File: config.mk
export PLATFORM = sky130hd
export DESIGN_NAME = iso_fifo_port
export DESIGN_NICKNAME = d
export VERILOG_FILES = /design/src/rtl/iso_port_pkg.sv /design/src/rtl/iso_byte_ram.sv /design/src/rtl/iso_pkt_flags.sv /design/src/rtl/iso_ts_unit.sv /design/src/rtl/iso_fifo_port.sv
export SDC_FILE = /design/constraint.sdc
export NUM_CORES = 1
export LEC_CHECK = 0
export BUFFER_PORTS_ARGS = -buffer_cell sky130_fd_sc_hd__buf_2
export CAP_MARGIN = 10
export CORE_MARGIN = 8
export CORE_UTILIZATION = 60
export CTS_CLUSTER_DIAMETER = 30
export CTS_CLUSTER_SIZE = 16
export DETAILED_ROUTE_END_ITERATION = 7
export PLACE_DENSITY = 0.84
export SETUP_SLACK_MARGIN = 0.5
export SLEW_MARGIN = 20
export SYNTH_ARGS = -nofsm -noshare
export SYNTH_HDL_FRONTEND = slang
export SYNTH_SLANG_ARGS = --single-unit
File: constraint.sdc
create_clock -name clk -period 4.2 [get_ports clk]
set_input_delay 0 -clock clk [delete_from_list [all_inputs] [get_ports clk]]
set_output_delay 0 -clock clk [all_outputs]
set_load 0.1 [all_outputs]
File: src/rtl/iso_port_pkg.sv
package iso_port_pkg;
    typedef enum logic {
        MODE_TX = 1'b0,
        MODE_RX = 1'b1
    } port_mode_e;
endpackage

File: src/rtl/iso_byte_ram.sv
module iso_byte_ram #(
    parameter int DEPTH = 32,
    parameter int AW    = $clog2(DEPTH)
) (
    input  logic          clk,
    input  logic          we,
    input  logic [AW-1:0] waddr,
    input  logic [7:0]    wdata,
    input  logic [AW-1:0] raddr,
    output logic [7:0]    rdata
);
    logic [7:0] mem_q [DEPTH];

    always_ff @(posedge clk) begin
        if (we) mem_q[waddr] <= wdata;
    end

    assign rdata = mem_q[raddr];
endmodule

File: src/rtl/iso_pkt_flags.sv
module iso_pkt_flags #(
    parameter int N  = 32,
    parameter int PW = $clog2(N)
) (
    input  logic clk,
    input  logic rst_n,
    input  logic clear,
    input  logic push,
    input  logic bit_in,
    input  logic pop,
    output logic head
);
    localparam logic [PW-1:0] LAST_C = PW'(N - 1);

    logic [N-1:0]  bits_d, bits_q;
    logic [PW-1:0] wp_d, wp_q, rp_d, rp_q;

    always_comb begin
        bits_d = bits_q;
        wp_d   = wp_q;
        rp_d   = rp_q;
        if (clear) begin
            wp_d = '0;
            rp_d = '0;
        end else begin
            if (push) begin
                bits_d[wp_q] = bit_in;
                wp_d = (wp_q == LAST_C) ? '0 : wp_q + 1'b1;
            end
            if (pop) rp_d = (rp_q == LAST_C) ? '0 : rp_q + 1'b1;
        end
    end

    always_ff @(posedge clk or negedge rst_n) begin
        if (!rst_n) begin
            bits_q <= '0;
            wp_q   <= '0;
            rp_q   <= '0;
        end else begin
            bits_q <= bits_d;
            wp_q   <= wp_d;
            rp_q   <= rp_d;
        end
    end

    assign head = bits_q[rp_q];
endmodule

File: src/rtl/iso_ts_unit.sv
module iso_ts_unit #(
    parameter int TS_W = 32
) (
    input  logic            clk,
    input  logic            rst_n,
    input  logic            is_tx,
    input  logic            trig_n,
    input  logic [TS_W-1:0] timer,
    input  logic            match_in,
    output logic [TS_W-1:0] stamp,
    output logic            match_out
);
    typedef struct packed {
        logic            prev;
        logic [TS_W-1:0] stamp;
        logic            match;
    } ts_st_t;

    ts_st_t d, q;

    always_comb begin
        d       = q;
        d.prev  = trig_n;
        d.match = !is_tx && match_in;
        if (is_tx && q.prev && !trig_n) d.stamp = timer;
    end

    always_ff @(posedge clk or negedge rst_n) begin
        if (!rst_n) begin
            q.prev  <= 1'b1;
            q.stamp <= '0;
            q.match <= 1'b0;
        end else begin
            q <= d;
        end
    end

    assign stamp     = q.stamp;
    assign match_out = q.match;


    stamp_load_chk: assert property (@(posedge clk) disable iff (!rst_n)
        (is_tx && $fell(trig_n)) |=> (stamp == $past(timer)));
endmodule

File: src/rtl/iso_fifo_port.sv
module iso_fifo_port
    import iso_port_pkg::*;
#(
    parameter int DEPTH = 32,
    parameter int LEN_W = 16,
    parameter int TS_W  = 32
) (
    input  logic             clk,
    input  logic             rst_n,
    input  logic             dir_rx,
    input  logic [LEN_W-1:0] pkt_len,
    input  logic             byte_en,
    input  logic [7:0]       din,
    output logic             ready,
    output logic [7:0]       dout,
    output logic             dout_vld,
    output logic             crc_err,
    input  logic             bus_reset,
    output logic             lk_tx_valid,
    input  logic             lk_tx_ready,
    output logic [7:0]       lk_tx_data,
    output logic             lk_tx_last,
    input  logic             lk_rx_valid,
    input  logic [7:0]       lk_rx_data,
    input  logic             lk_rx_crc_err,
    input  logic             ts_trig_n,
    input  logic [TS_W-1:0]  cycle_timer,
    output logic [TS_W-1:0]  ts_value,
    input  logic             ts_match_in,
    output logic             ts_match_out
);
    localparam int AW = $clog2(DEPTH);
    localparam int CW = AW + 1;
    localparam logic [CW-1:0] FULL_C  = CW'(DEPTH);
    localparam logic [CW-1:0] ROOM_C  = CW'(DEPTH - 2);
    localparam logic [CW-1:0] SLACK_C = CW'(DEPTH - 1);
    localparam logic [AW-1:0] PEND_C  = AW'(DEPTH - 1);

    typedef struct packed {
        port_mode_e      mode;
        logic [CW-1:0]   cnt;
        logic [AW-1:0]   wptr;
        logic [AW-1:0]   rptr;
        logic [LEN_W-1:0] wcnt;
        logic [LEN_W-1:0] rcnt;
        logic [CW-1:0]   pkts;
        logic            pend;
        logic            gate;
        logic            hold;
        logic [7:0]      dout;
        logic            dvld;
        logic            derr;
    } st_t;

    st_t d, q;

    logic [LEN_W-1:0] plen_m1;
    logic             is_tx, full, blocked, switch_req;
    logic             push, tx_pop, rx_pop, pop, w_last, r_last;
    logic [7:0]       push_data, rdata;
    logic             flag_head;

    function automatic logic [AW-1:0] ptr_inc(input logic [AW-1:0] p);
        return (p == PEND_C) ? '0 : p + 1'b1;
    endfunction

    always_comb begin
        plen_m1    = (pkt_len == '0) ? '0 : pkt_len - 1'b1;
        is_tx      = (q.mode == MODE_TX);
        full       = (q.cnt == FULL_C);
        blocked    = q.gate || (q.pend && q.wcnt == '0);
        switch_req = (dir_rx != q.mode) && !(is_tx && q.pkts != '0);
        push       = !switch_req && (is_tx ? (byte_en && !full && !blocked)
                                           : (lk_rx_valid && !full));
        push_data  = is_tx ? din : lk_rx_data;
        tx_pop     = is_tx && (q.pkts != '0) && lk_tx_ready;
        rx_pop     = !is_tx && !switch_req && byte_en && (q.pkts != '0) && !q.hold;
        pop        = tx_pop || rx_pop;
        w_last     = push && (q.wcnt == plen_m1);
        r_last     = pop && (q.rcnt == plen_m1);
    end

    always_comb begin
        d      = q;
        d.hold = 1'b0;
        d.dvld = 1'b0;
        d.derr = 1'b0;
        if (switch_req) begin
            d.mode = port_mode_e'(dir_rx);
            d.cnt  = '0;
            d.wptr = '0;
            d.rptr = '0;
            d.wcnt = '0;
            d.rcnt = '0;
            d.pkts = '0;
            d.pend = 1'b0;
            d.gate = 1'b0;
        end else begin
            if (push) begin
                d.wptr = ptr_inc(q.wptr);
                d.wcnt = w_last ? '0 : q.wcnt + 1'b1;
            end
            if (pop) begin
                d.rptr = ptr_inc(q.rptr);
                d.rcnt = r_last ? '0 : q.rcnt + 1'b1;
            end
            d.cnt  = q.cnt + {{(CW-1){1'b0}}, push} - {{(CW-1){1'b0}}, pop};
            d.pkts = q.pkts + {{(CW-1){1'b0}}, w_last} - {{(CW-1){1'b0}}, r_last};
            if (rx_pop) begin
                d.dout = rdata;
                d.dvld = 1'b1;
                d.derr = flag_head;
                d.hold = r_last;
            end
            if (is_tx) begin
                if (q.pend && q.wcnt == '0) begin
                    d.gate = 1'b1;
                    d.pend = 1'b0;
                end
                if (bus_reset) d.pend = 1'b1;
                if (q.gate && r_last) d.gate = 1'b0;
            end
        end
    end

    always_ff @(posedge clk or negedge rst_n) begin
        if (!rst_n) begin
            q.mode <= MODE_RX;
            q.cnt  <= '0;
            q.wptr <= '0;
            q.rptr <= '0;
            q.wcnt <= '0;
            q.rcnt <= '0;
            q.pkts <= '0;
            q.pend <= 1'b0;
            q.gate <= 1'b0;
            q.hold <= 1'b0;
            q.dout <= '0;
            q.dvld <= 1'b0;
            q.derr <= 1'b0;
        end else begin
            q <= d;
        end
    end

    iso_byte_ram #(.DEPTH(DEPTH), .AW(AW)) u_ram (
        .clk   (clk),
        .we    (push),
        .waddr (q.wptr),
        .wdata (push_data),
        .raddr (q.rptr),
        .rdata (rdata)
    );

    iso_pkt_flags #(.N(DEPTH), .PW(AW)) u_flags (
        .clk    (clk),
        .rst_n  (rst_n),
        .clear  (switch_req),
        .push   (w_last && !is_tx),
        .bit_in (lk_rx_crc_err),
        .pop    (r_last && !is_tx),
        .head   (flag_head)
    );

    iso_ts_unit #(.TS_W(TS_W)) u_ts (
        .clk       (clk),
        .rst_n     (rst_n),
        .is_tx     (is_tx),
        .trig_n    (ts_trig_n),
        .timer     (cycle_timer),
        .match_in  (ts_match_in),
        .stamp     (ts_value),
        .match_out (ts_match_out)
    );

    assign ready       = is_tx ? (!blocked && q.cnt <= ROOM_C)
                               : (q.pkts != '0 && !q.hold);
    assign lk_tx_valid = is_tx && (q.pkts != '0);
    assign lk_tx_data  = rdata;
    assign lk_tx_last  = lk_tx_valid && (q.rcnt == plen_m1);
    assign dout        = q.dout;
    assign dout_vld    = q.dvld;
    assign crc_err     = q.derr;


    room_low_chk: assert property (@(posedge clk) disable iff (!rst_n)
        (is_tx && !ready && !blocked) |-> (q.cnt >= SLACK_C));


    release_data_chk: assert property (@(posedge clk) disable iff (!rst_n)
        lk_tx_valid |-> (q.cnt != '0));


    turn_defer_chk: assert property (@(posedge clk) disable iff (!rst_n)
        (is_tx && q.pkts != '0) |=> (q.mode == MODE_TX));


    drain_gap_chk: assert property (@(posedge clk) disable iff (!rst_n)
        (rx_pop && r_last) |=> !ready);
endmodule

### Word-level counts from Yosys, hierarchy flattened

Memory sizes are Yosys's and may differ from the RTL's.
Index checks and enable logic that the tools add are counted.

| storage, ports and cells | value |
|---|---|
| flip-flop bits (word level) | 144 |
| bits in writable memories | 256 |
| input port bits | 74 |
| output and inout port bits | 54 |
| logic and storage cells | 123 |
| memories | 1 |

Memories:

| memory | words | width | rd ports | clocked after memory_dff | wr ports | RTL line | text |
|---|---|---|---|---|---|---|---|
| u_ram.mem_q | 32 | 8 | 1 | 0 | 1 | iso_byte_ram.sv:12 | `logic [7:0] mem_q [DEPTH];` |

| operators by class | value |
|---|---|
| $add $sub $neg | 11 |
| order comparisons | 4 |
| equal/unequal tests | 9 |
| muxes and demuxes | 32 |
| bitwise logic cells | 2 |
| reductions and logical operators | 45 |

Operator list:

| kind | number |
|---|---|
| 2-to-1 mux 16 bit | 5 |
| 2-to-1 mux 56 bit | 1 |
| 2-to-1 mux 5 bit | 10 |
| adder 16 x 1 -> 16 bit (second input constant) | 2 |
| bitwise mux 32 bit | 1 |
| == test 16 bit | 2 |
| zero test 16 bit | 2 |
| logical AND 1 bit | 24 |
| 2-to-1 mux 11 bit | 2 |
| adder 5 x 1 -> 5 bit (second input constant) | 4 |
| == test 5 bit (second input constant) | 4 |
| subtractor 16 x 1 -> 16 bit (second input constant) | 1 |
| adder 6 x 1 -> 6 bit | 2 |
| less-than comparator 5 x 6 -> 1 bit (second input constant) | 2 |
| subtractor 6 x 1 -> 6 bit | 2 |
| 2-to-1 mux 1 bit | 8 |
| 2-to-1 mux 8 bit | 1 |
| AND reduction 2 bit | 4 |
| nonzero test 2 bit | 4 |
| == test 6 bit (second input constant) | 1 |
| <= comparator 6 x 5 -> 1 bit (second input constant) | 1 |
| zero test 1 bit | 6 |
| nonzero test 3 bit | 2 |
| nonzero test 6 bit | 1 |
| 8 further kinds | 11 |

### Longest topological paths before layout

Gate-level depths: netlist (run 1).

| depth | value |
|---|---|
| depth after elaboration | 15 |
| mapped depth | 24 |
| mapped depth without buffers | 21 |

### By module

A second synthesis (run 1) with hierarchy kept.

| unflattened totals | value |
|---|---|
| cell total of the unflattened synthesis | 1376 |
| area, all modules | 19296.0 µm² |

Modules (own cells, without submodules):

| module | times used | cells each | area an instance (µm²) | sequential area each (µm²) |
|---|---|---|---|---|
| iso_byte_ram | 1 | 409 | 9893.2 | 7687.4 |
| iso_fifo_port | 1 | 650 | 5487.8 | 1702.9 |
| iso_pkt_flags | 1 | 214 | 2289.7 | 1051.0 |
| iso_ts_unit | 1 | 103 | 1625.3 | 852.1 |

### Worst setup path after synthesis (run 1)

Ideal clock, no wire load.

| timing path | value |
|---|---|
| path kind | input-to-output |
| start | input pkt_len[0] |
| end | output lk_tx_last |
| arrival | 5.143 ns |
| data required time | 4.200 ns |
| slack | -0.943 ns |
| stages on the path | 12 |
| buffers on the path | 3 |
| path through | clkbuf_1 > inv_1 > ha_1 > or3b_1 > clkbuf_1 > or4_1 > clkbuf_1 > nor3_1 > o221ai_1 > and4b_1 > nand4_1 > nor4_1 |

| between the ends | value |
|---|---|
| cells in the longest elaborated chain, start to end | 4 |
| elaborated cells on any way between the ends | 5 |
| those cells by class | 1 x add/sub; 1 x eq/ne; 1 x mux; 2 x reduce/logical |

Ends and longest elaborated chain:

| what | RTL line | text |
|---|---|---|
| start: declaration | iso_fifo_port.sv:11 | `input logic [LEN_W-1:0] pkt_len,` |
| subtractor 16 x 1 -> 16 bit / zero test 16 bit (equally long branches) | iso_fifo_port.sv:68 | `plen_m1 = (pkt_len == '0) ? '0 : pkt_len - 1'b1;` |
| 2-to-1 mux 16 bit * | iso_fifo_port.sv:68 |  |
| == test 16 bit * | iso_fifo_port.sv:180 | `assign lk_tx_last = lk_tx_valid && (q.rcnt == plen_m1);` |
| logical AND 1 bit * | iso_fifo_port.sv:180 |  |
| end: declaration | iso_fifo_port.sv:22 | `output logic lk_tx_last,` |

Every way passes the cells marked *; elsewhere a longest branch is shown, timed or not.

### Worst setup path in the final report (run 1)

| timing path | value |
|---|---|
| start | register q[51] (netlist name) |
| end | output lk_tx_data[5] |

| between the ends | value |
|---|---|
| cells in the longest elaborated chain, start to end | 1 |

Ends and longest elaborated chain:

| what | RTL line | text |
|---|---|---|
| start: declaration | iso_fifo_port.sv:55 | `st_t d, q;` |
| memory (32 x 8 bit) | -- |  |
| end: declaration | iso_fifo_port.sv:21 | `output logic [7:0] lk_tx_data,` |

Every way passes these cells.

==> impl_results.md, run 1 <==
- GR Layer Usage met1: 30.3%
- Nets: 1601
- Final Util: 73.6%
- Synth Area in Compound Gates: 5.08%
- Fill cells: 1855
- Max Clock Freq: 283 MHz
- CTS max path bufs: 3
- I/O Pins: 128
- Slew margin rel.: 33.1%
- Post-Synth Simple-Gate Area: 9.80%
- Avg Inst Size Synth: 14.4 um^2
- Clock Latency Late Sink: 0.60 ns
- Yosys synthesis warning count: 0
- GP Congestion: 0.873
- Crit path time final: 3.54 ns
- Async SR Flop Fraction: 36.0%
- Overflow after GRT: 0
- Fin. Hold Viols: 0
- Period utilisation layout: 84.2%
- Hold Path Depth: 2
- Mux cell area share after synthesis: 16.7%
- Top cell type's share of synthesized area: 40.7%
- H-tree levels: 3
- Worst R2R Setup Slack: 0.77 ns
- Share of layout cells above drive strength 1: 31.8%
- Synthesized net count: 1423
- Detail Placement HPWL: 28900 um
- Final clock skew: 0.0404 ns
- Worst Setup Slack post-DPL: 0.246 ns
- CP endpoint kind: primary output
- Combinational group share of total power: 22.0%
- Max-cap violation count: 0
- Vias in the first global route: 12900
- Seq/Total Area, Yosys: 59.8%
- Most frequent cell after synthesis: edfxtp_1
- Main synth FF type: edfxtp_1
- Area Growth Syn to Fin: 22.0%
- Number of port buffers: 127
- DR vias/cell: 6.33
- Die area: 0.0374 mm^2
- RSZ-0062 raised after global routing: no
- M3 GR Usage: 4.95%
- Cells after synthesis: 1310
- Crit-path max FO: 25
- Post-route ant nets: 0
- # Post-CTS Setup Buffers: 0
- CTS Sinks: 400
- Vias: 12400
- #FFs+latches synth: 400
- Leading post-synthesis cells by cell area: edfxtp_1, dfrtp_1, mux4_2
- DRT Pass-1 Iters: 5
- Max-slew violations: 0
- Num CTS Buffers: 79
- Max VDD drop: 0.000564 V
- Initial Util: 60.3%
- Req. time, crit path: 4.20 ns
- Internal cell power: 0.00953 W
- Die H: 193 um
- Pleak: 8.82 nW
- Die W: 193 um
- Crit path DAT: 3.54 ns
- Drt initial violations: 1015
- Routed WL per cell: 24.4 um
- CTS clock-pin slew for the worst setup and hold paths: 0.05 ns
- Final setup fails: 0
- Most used routing layer: met2
- Met2 Track Usage GR: 43.7%
- Adder-cell share of the synthesized area: 2.66%
- First-pass GRT wire length: 74800 um
- Initial antenna violation count: 1
- Core Region: 0.0313 mm^2
- CTS tree: done
- Final setup margin: 0.663 ns
- Syn Std Cell Area: 0.0189 mm^2
- Setup TNS: 0 ns
- Worst R2R Start: q[15]$_DFF_PN0_
- EDFF count, synth: 256
- Startpoint Class: flop
- Top cells by count, synth: edfxtp_1, dfrtp_1, mux4_2
- GRT Util Overall: 25.4%
- Clock power share: 44.4%
- Largest net degree at the start of global routing: 105
- Post-Synth XOR/XNOR Area: 1.74%
- Hold wc startpoint: lk_rx_crc_err
- Yosys cell types: 77
- Largest area contributor in the netlist: edfxtp_1
- R2r endpoint: q[65]$_DFF_PN0_
- Net Sw Frac: 33.5%
- Clock root buffer: clkbuf_16
- Worst min-delay path class: input port to flop
- Status: finished, final reports clean
- Post-Route WL: 47700 um
- Register-to-Register Path Depth: 18
- Row count: 65
- CP Class: flop to primary output
- Main combinational cell family by area after synthesis: multiplexers
- Worst Hold End: u_flags.bits_q[24]$_DFFE_PN0P_
- DRC viols: 0
- PD cells: 621 mW/mm^2
- Reg power frac: 33.7%
- Slew @ Worst Pin: 1.00 ns
- Net switching power: 0.00479 W
critical path, cell delays in order, from the launching register on:
cell     delay [ns]
dfrtp_4        0.73
buf_4          0.40
mux4_2         0.60
mux4_2         0.57
mux2_2         0.32
buf_2          0.30
kinds of logic (layout without fill, tap and decap cells):
kind of cell	after synthesis	count (layout)
flops	400	400
simple gates	342	342
mux	192	192
buf+inv	156	398
compound gates	145	145
fa+ha+maj	39	39
xor+xnor	36	36
other cells	0	1
final cells by class:
type | instances | area [um^2] | share of cell area [%]
sequential | 400 | 11300 | 49.1
multi-input combinational | 754 | 6900 | 29.9
clock buffer | 95 | 2130 | 9.24
timing repair buffer | 213 | 1430 | 6.19
clock inverter | 50 | 628 | 2.73
tap | 402 | 503 | 2.18
inverter | 40 | 150 | 0.652
antenna | 1 | 2.50 | 0.0109
layer usage:
| metal | part of all wire, % | vias up | wire, um |
|---|---|---|---|
| met5 | 0 | - | 0 |
| met4 | 4.1 | 0 | 1980 |
| met3 | 7.0 | 147 | 3360 |
| met2 | 51 | 642 | 24600 |
| met1 | 37 | 6207 | 17800 |
| li1 | - | 5374 | - |
layout by cell type (no fill, tap or decap), types with 25 or more instances in the layout:
| cell | n |
|---|---|
| edfxtp_1 | 256 |
| dfrtp_1 | 139 |
| buf_2 | 126 |
| mux4_2 | 90 |
| nor2_1 | 81 |
| clkbuf_16 | 80 |
| nand3_1 | 61 |
| mux2_2 | 57 |
| nand2_1 | 50 |
| buf_4 | 43 |
| dlygate4sd3_1 | 40 |
| inv_1 | 39 |
| a21oi_1 | 36 |
| ha_1 | 35 |
| mux2_1 | 32 |
| nor3_1 | 25 |
| xnor2_1 | 25 |
registers in the layout, indices dropped and copies added (netlist names):
register,cells
u_ts.stamp,32
u_ram.mem_q,256
q,58
u_ts.match_out,1
u_flags.wp_q,5
u_flags.bits_q,32
dout,8
crc_err,1
u_ts.q,1
u_flags.rp_q,5
dout_vld,1
power by group through the flow:
stage / combinational, W / clock (W) / sequential [W]
2_1_floorplan: 0.00257 / 0 / 0.00484
3_3_place_gp: 0.00297 / 0 / 0.00486
3_5_place_dp: 0.00304 / 0 / 0.00488
4_1_cts: 0.00313 / 0.00642 / 0.00482
5_1_grt: 0.00330 / 0.00660 / 0.00485
6_report: 0.00314 / 0.00635 / 0.00482
worst max path at each step:
stage	from	to	slack [ns]	cells after the start
2_1_floorplan	pkt_len[0]	lk_tx_last	0.34	12
3_3_place_gp	pkt_len[0]	q[17]$_DFF_PN0_	0.28	22
3_5_place_dp	pkt_len[0]	q[17]$_DFF_PN0_	0.25	22
4_1_cts	q[35]$_DFFE_PN0P_	q[65]$_DFF_PN0_	0.57	18
5_1_grt	q[35]$_DFFE_PN0P_	q[65]$_DFF_PN0_	0.51	18
6_report	q[51]$_DFFE_PN0P_	lk_tx_data[5]	0.66	5
per-stage QoR:
stage	instances	power (W)	cell area, um^2	hold slack (ns)
after floorplan	1310	0.00741	19000	-0.296
after global placement	1769	0.00784	19900	0.123
after detailed placement	1769	0.00792	19900	0.128
after CTS	1954	0.0144	23000	0.0254
after global routing	1955	0.0148	23000	0.0919
final	1955	0.0143	23000	0.0564
timing repair:
item,4_1_cts,5_1_grt
hold endpoints to repair,141,0
hold buffers,40,0
setup endpoints to repair,1,52
resized for setup,1,3
Power figures use the tool's default switching activity.
==> run 2: changes to the inputs <==
Settings changed: CORE_UTILIZATION 60 to 55, PLACE_DENSITY 0.84 to 0.81.
Clock period 4.2 ns to 3 ns, I/O delays scaled along.
==> run 2 against run 1 <==
Against the previous run: the flow now finishes with violations (setup timing); cell count is 11% higher; core utilization up 4.5 points; setup slack worse by 0.75 ns; clock power rose by 53%; critical endpoint is now q[17]$_DFF_PN0_; register-to-register slack worse by 0.85 ns; routed wire length increased by 20%; die area is 8.3% higher.
==> impl_results.md, run 2 (synthesized netlist as in run 1, its figures left out) <==
- Fin. Hold Viols: 0
- Post-Layout Inst Area: 0.0267 mm^2
- DRC viols: 0
- Initial antenna violation count: 0
- GP Congestion: 0.866
- Detail Placement HPWL: 30900 um
- First-pass GRT wire length: 82800 um
- Worst Setup Slack post-DPL: -0.702 ns
- Crit-path max FO: 6
- I/O Pins: 128
- Startpoint Class: input port
- CP endpoint kind: flop
- Die H: 201 um
- Crit path time final: 3.09 ns
- Fill cells: 1782
- Core Region: 0.0342 mm^2
- CTS max path bufs: 3
- Nets: 1774
- PD cells: 821 mW/mm^2
- Die W: 201 um
- Share of layout cells above drive strength 1: 50.1%
- GRT Util Overall: 26.3%
- Area Growth Syn to Fin: 41.4%
- Die area: 0.0405 mm^2
- Req. time, crit path: 3.49 ns
- Reg with most FFs: u_ram.mem_q
- Final cell count without fillers: 2179
- Final setup margin: -0.0894 ns
- Commonest non-fill, non-tap cells in the layout: edfxtp_1, dfrtp_1, buf_4, buf_2, mux4_2
- Biggest regs: u_ram.mem_q (256), q (58)
- Slew margin rel.: 30.5%
- Cell Area, Placed: 0.0214 mm^2
- CTS tree: done
- Commonest non-fill, non-tap cell in the layout: edfxtp_1
- CP Class: input port to flop
- RSZ-0062 raised after global routing: yes
- Status: finished with violations
- DR vias/cell: 6.19
- Crit path DAT: 3.58 ns
- Num CTS Buffers: 75
- CTS clock-pin slew for the worst setup and hold paths: 0.05 ns
- Final setup fails: 7
- Post-route ant nets: 0
- Slew @ Worst Pin: 1.04 ns
- DRT Pass-1 Iters: 6
- Period utilisation layout: 103%
- CTS Sinks: 400
- N_diodes: 0
- Placed Cells: 1934
- Drt initial violations: 1199
- Violated checks: setup timing
- Row count: 68
- Number of port buffers: 127
- Overflow after GRT: 0
- Post-Route WL: 57500 um
- Max Clock Freq: 324 MHz
- Final Util: 78.1%
- Max reg flops: 256
- Clock Latency Late Sink: 0.62 ns
- Clock root buffer: clkbuf_16
- Vias: 13500
- Initial Util: 55.2%
- Vias in the first global route: 14000
- H-tree levels: 3
- Max VDD drop: 0.00117 V
- Worst min-delay path class: input port to flop
- Pleak: 10.3 nW
- Largest net degree at the start of global routing: 81
- Max-slew violations: 0
- Setup TNS: -0.222 ns
- Final clock skew: 0.0388 ns
- Routed WL per cell: 26.4 um
- Max-cap violation count: 0
==> run 2: timing repair <==
| item | CTS | global route |
|---|---|---|
| pin swaps | 54 | 41 |
| hold endpoints to repair | 184 | 0 |
| hold buffers | 42 | 0 |
| endpoints found under the setup margin | 343 | 336 |
| gates cloned | 6 | 3 |
| setup buffers | 44 | 10 |
| gates resized for setup | 137 | 162 |
==> run 2: worst max-delay path: stages <==
cell	delay (ns)
buf_6	0.09
or4_4	0.53
buf_8	0.16
nor3_4	0.18
buf_6	0.14
mux2i_4	0.28
xnor2_2	0.15
and4b_1	0.25
nand4_1	0.16
nor3_4	0.28
ha_4	0.23
inv_2	0.06
ha_4	0.13
inv_2	0.03
fa_2	0.36
inv_2	0.07
a21oi_2	0.05
nor2_1	0.13
nor2_1	0.07
xor2_1	0.16
nor2_1	0.06
==> run 2: power by group <==
part	switching, W	leakage (nW)	internal [W]
Combinational	0.00385	4.74	0.00159
Sequential	0.000215	4.20	0.00653
Clock	0.00313	1.40	0.00660
==> run 2: final timing paths <==
path / startpoint / end / slack (ns) / depth (start not counted)
min in group asynchronous: rst_n / q[39]$_DFFE_PN0P_ / 0.53 / 3
max in group asynchronous: rst_n / q[23]$_DFFE_PN0P_ / 1.58 / 4
min: lk_rx_crc_err / u_flags.bits_q[26]$_DFFE_PN0P_ / 0.10 / 2
max reg2reg: q[29]$_DFFE_PN0P_ / q[17]$_DFF_PN0_ / -0.08 / 17
max: pkt_len[6] / q[17]$_DFF_PN0_ / -0.09 / 21
min reg2reg: u_ts.stamp[8]$_DFFE_PN0P_ / u_ts.stamp[8]$_DFFE_PN0P_ / 0.50 / 1
==> run 2: metrics by stage <==
step / hold slack (ns) / power, W
finish: 0.104 / 0.0219
global route: 0.0970 / 0.0225
CTS: 0.0785 / 0.0215
detailed placement: 0.0233 / 0.0114
global placement: 0.0197 / 0.0113
floorplan: -0.296 / 0.0105
==> run 2: layout make-up <==
type                       instances  area [um^2]  area share (%)
timing repair buffer             390         3560            13.3
tap                              455          569            2.13
sequential                       400        11300            42.4
clock inverter                    53          926            3.47
multi-input combinational        754         8170            30.6
inverter                          40          158           0.590
clock buffer                      87         2000            7.50
==> run 2: metal layers <==
layer	share of wire, %	routed length (um)	global-route usage, %
met3	6.7	3840	5.05
met2	53	30600	45.8
met5	0	0	0
met1	36	20900	32.1
met4	3.8	2190	10.6
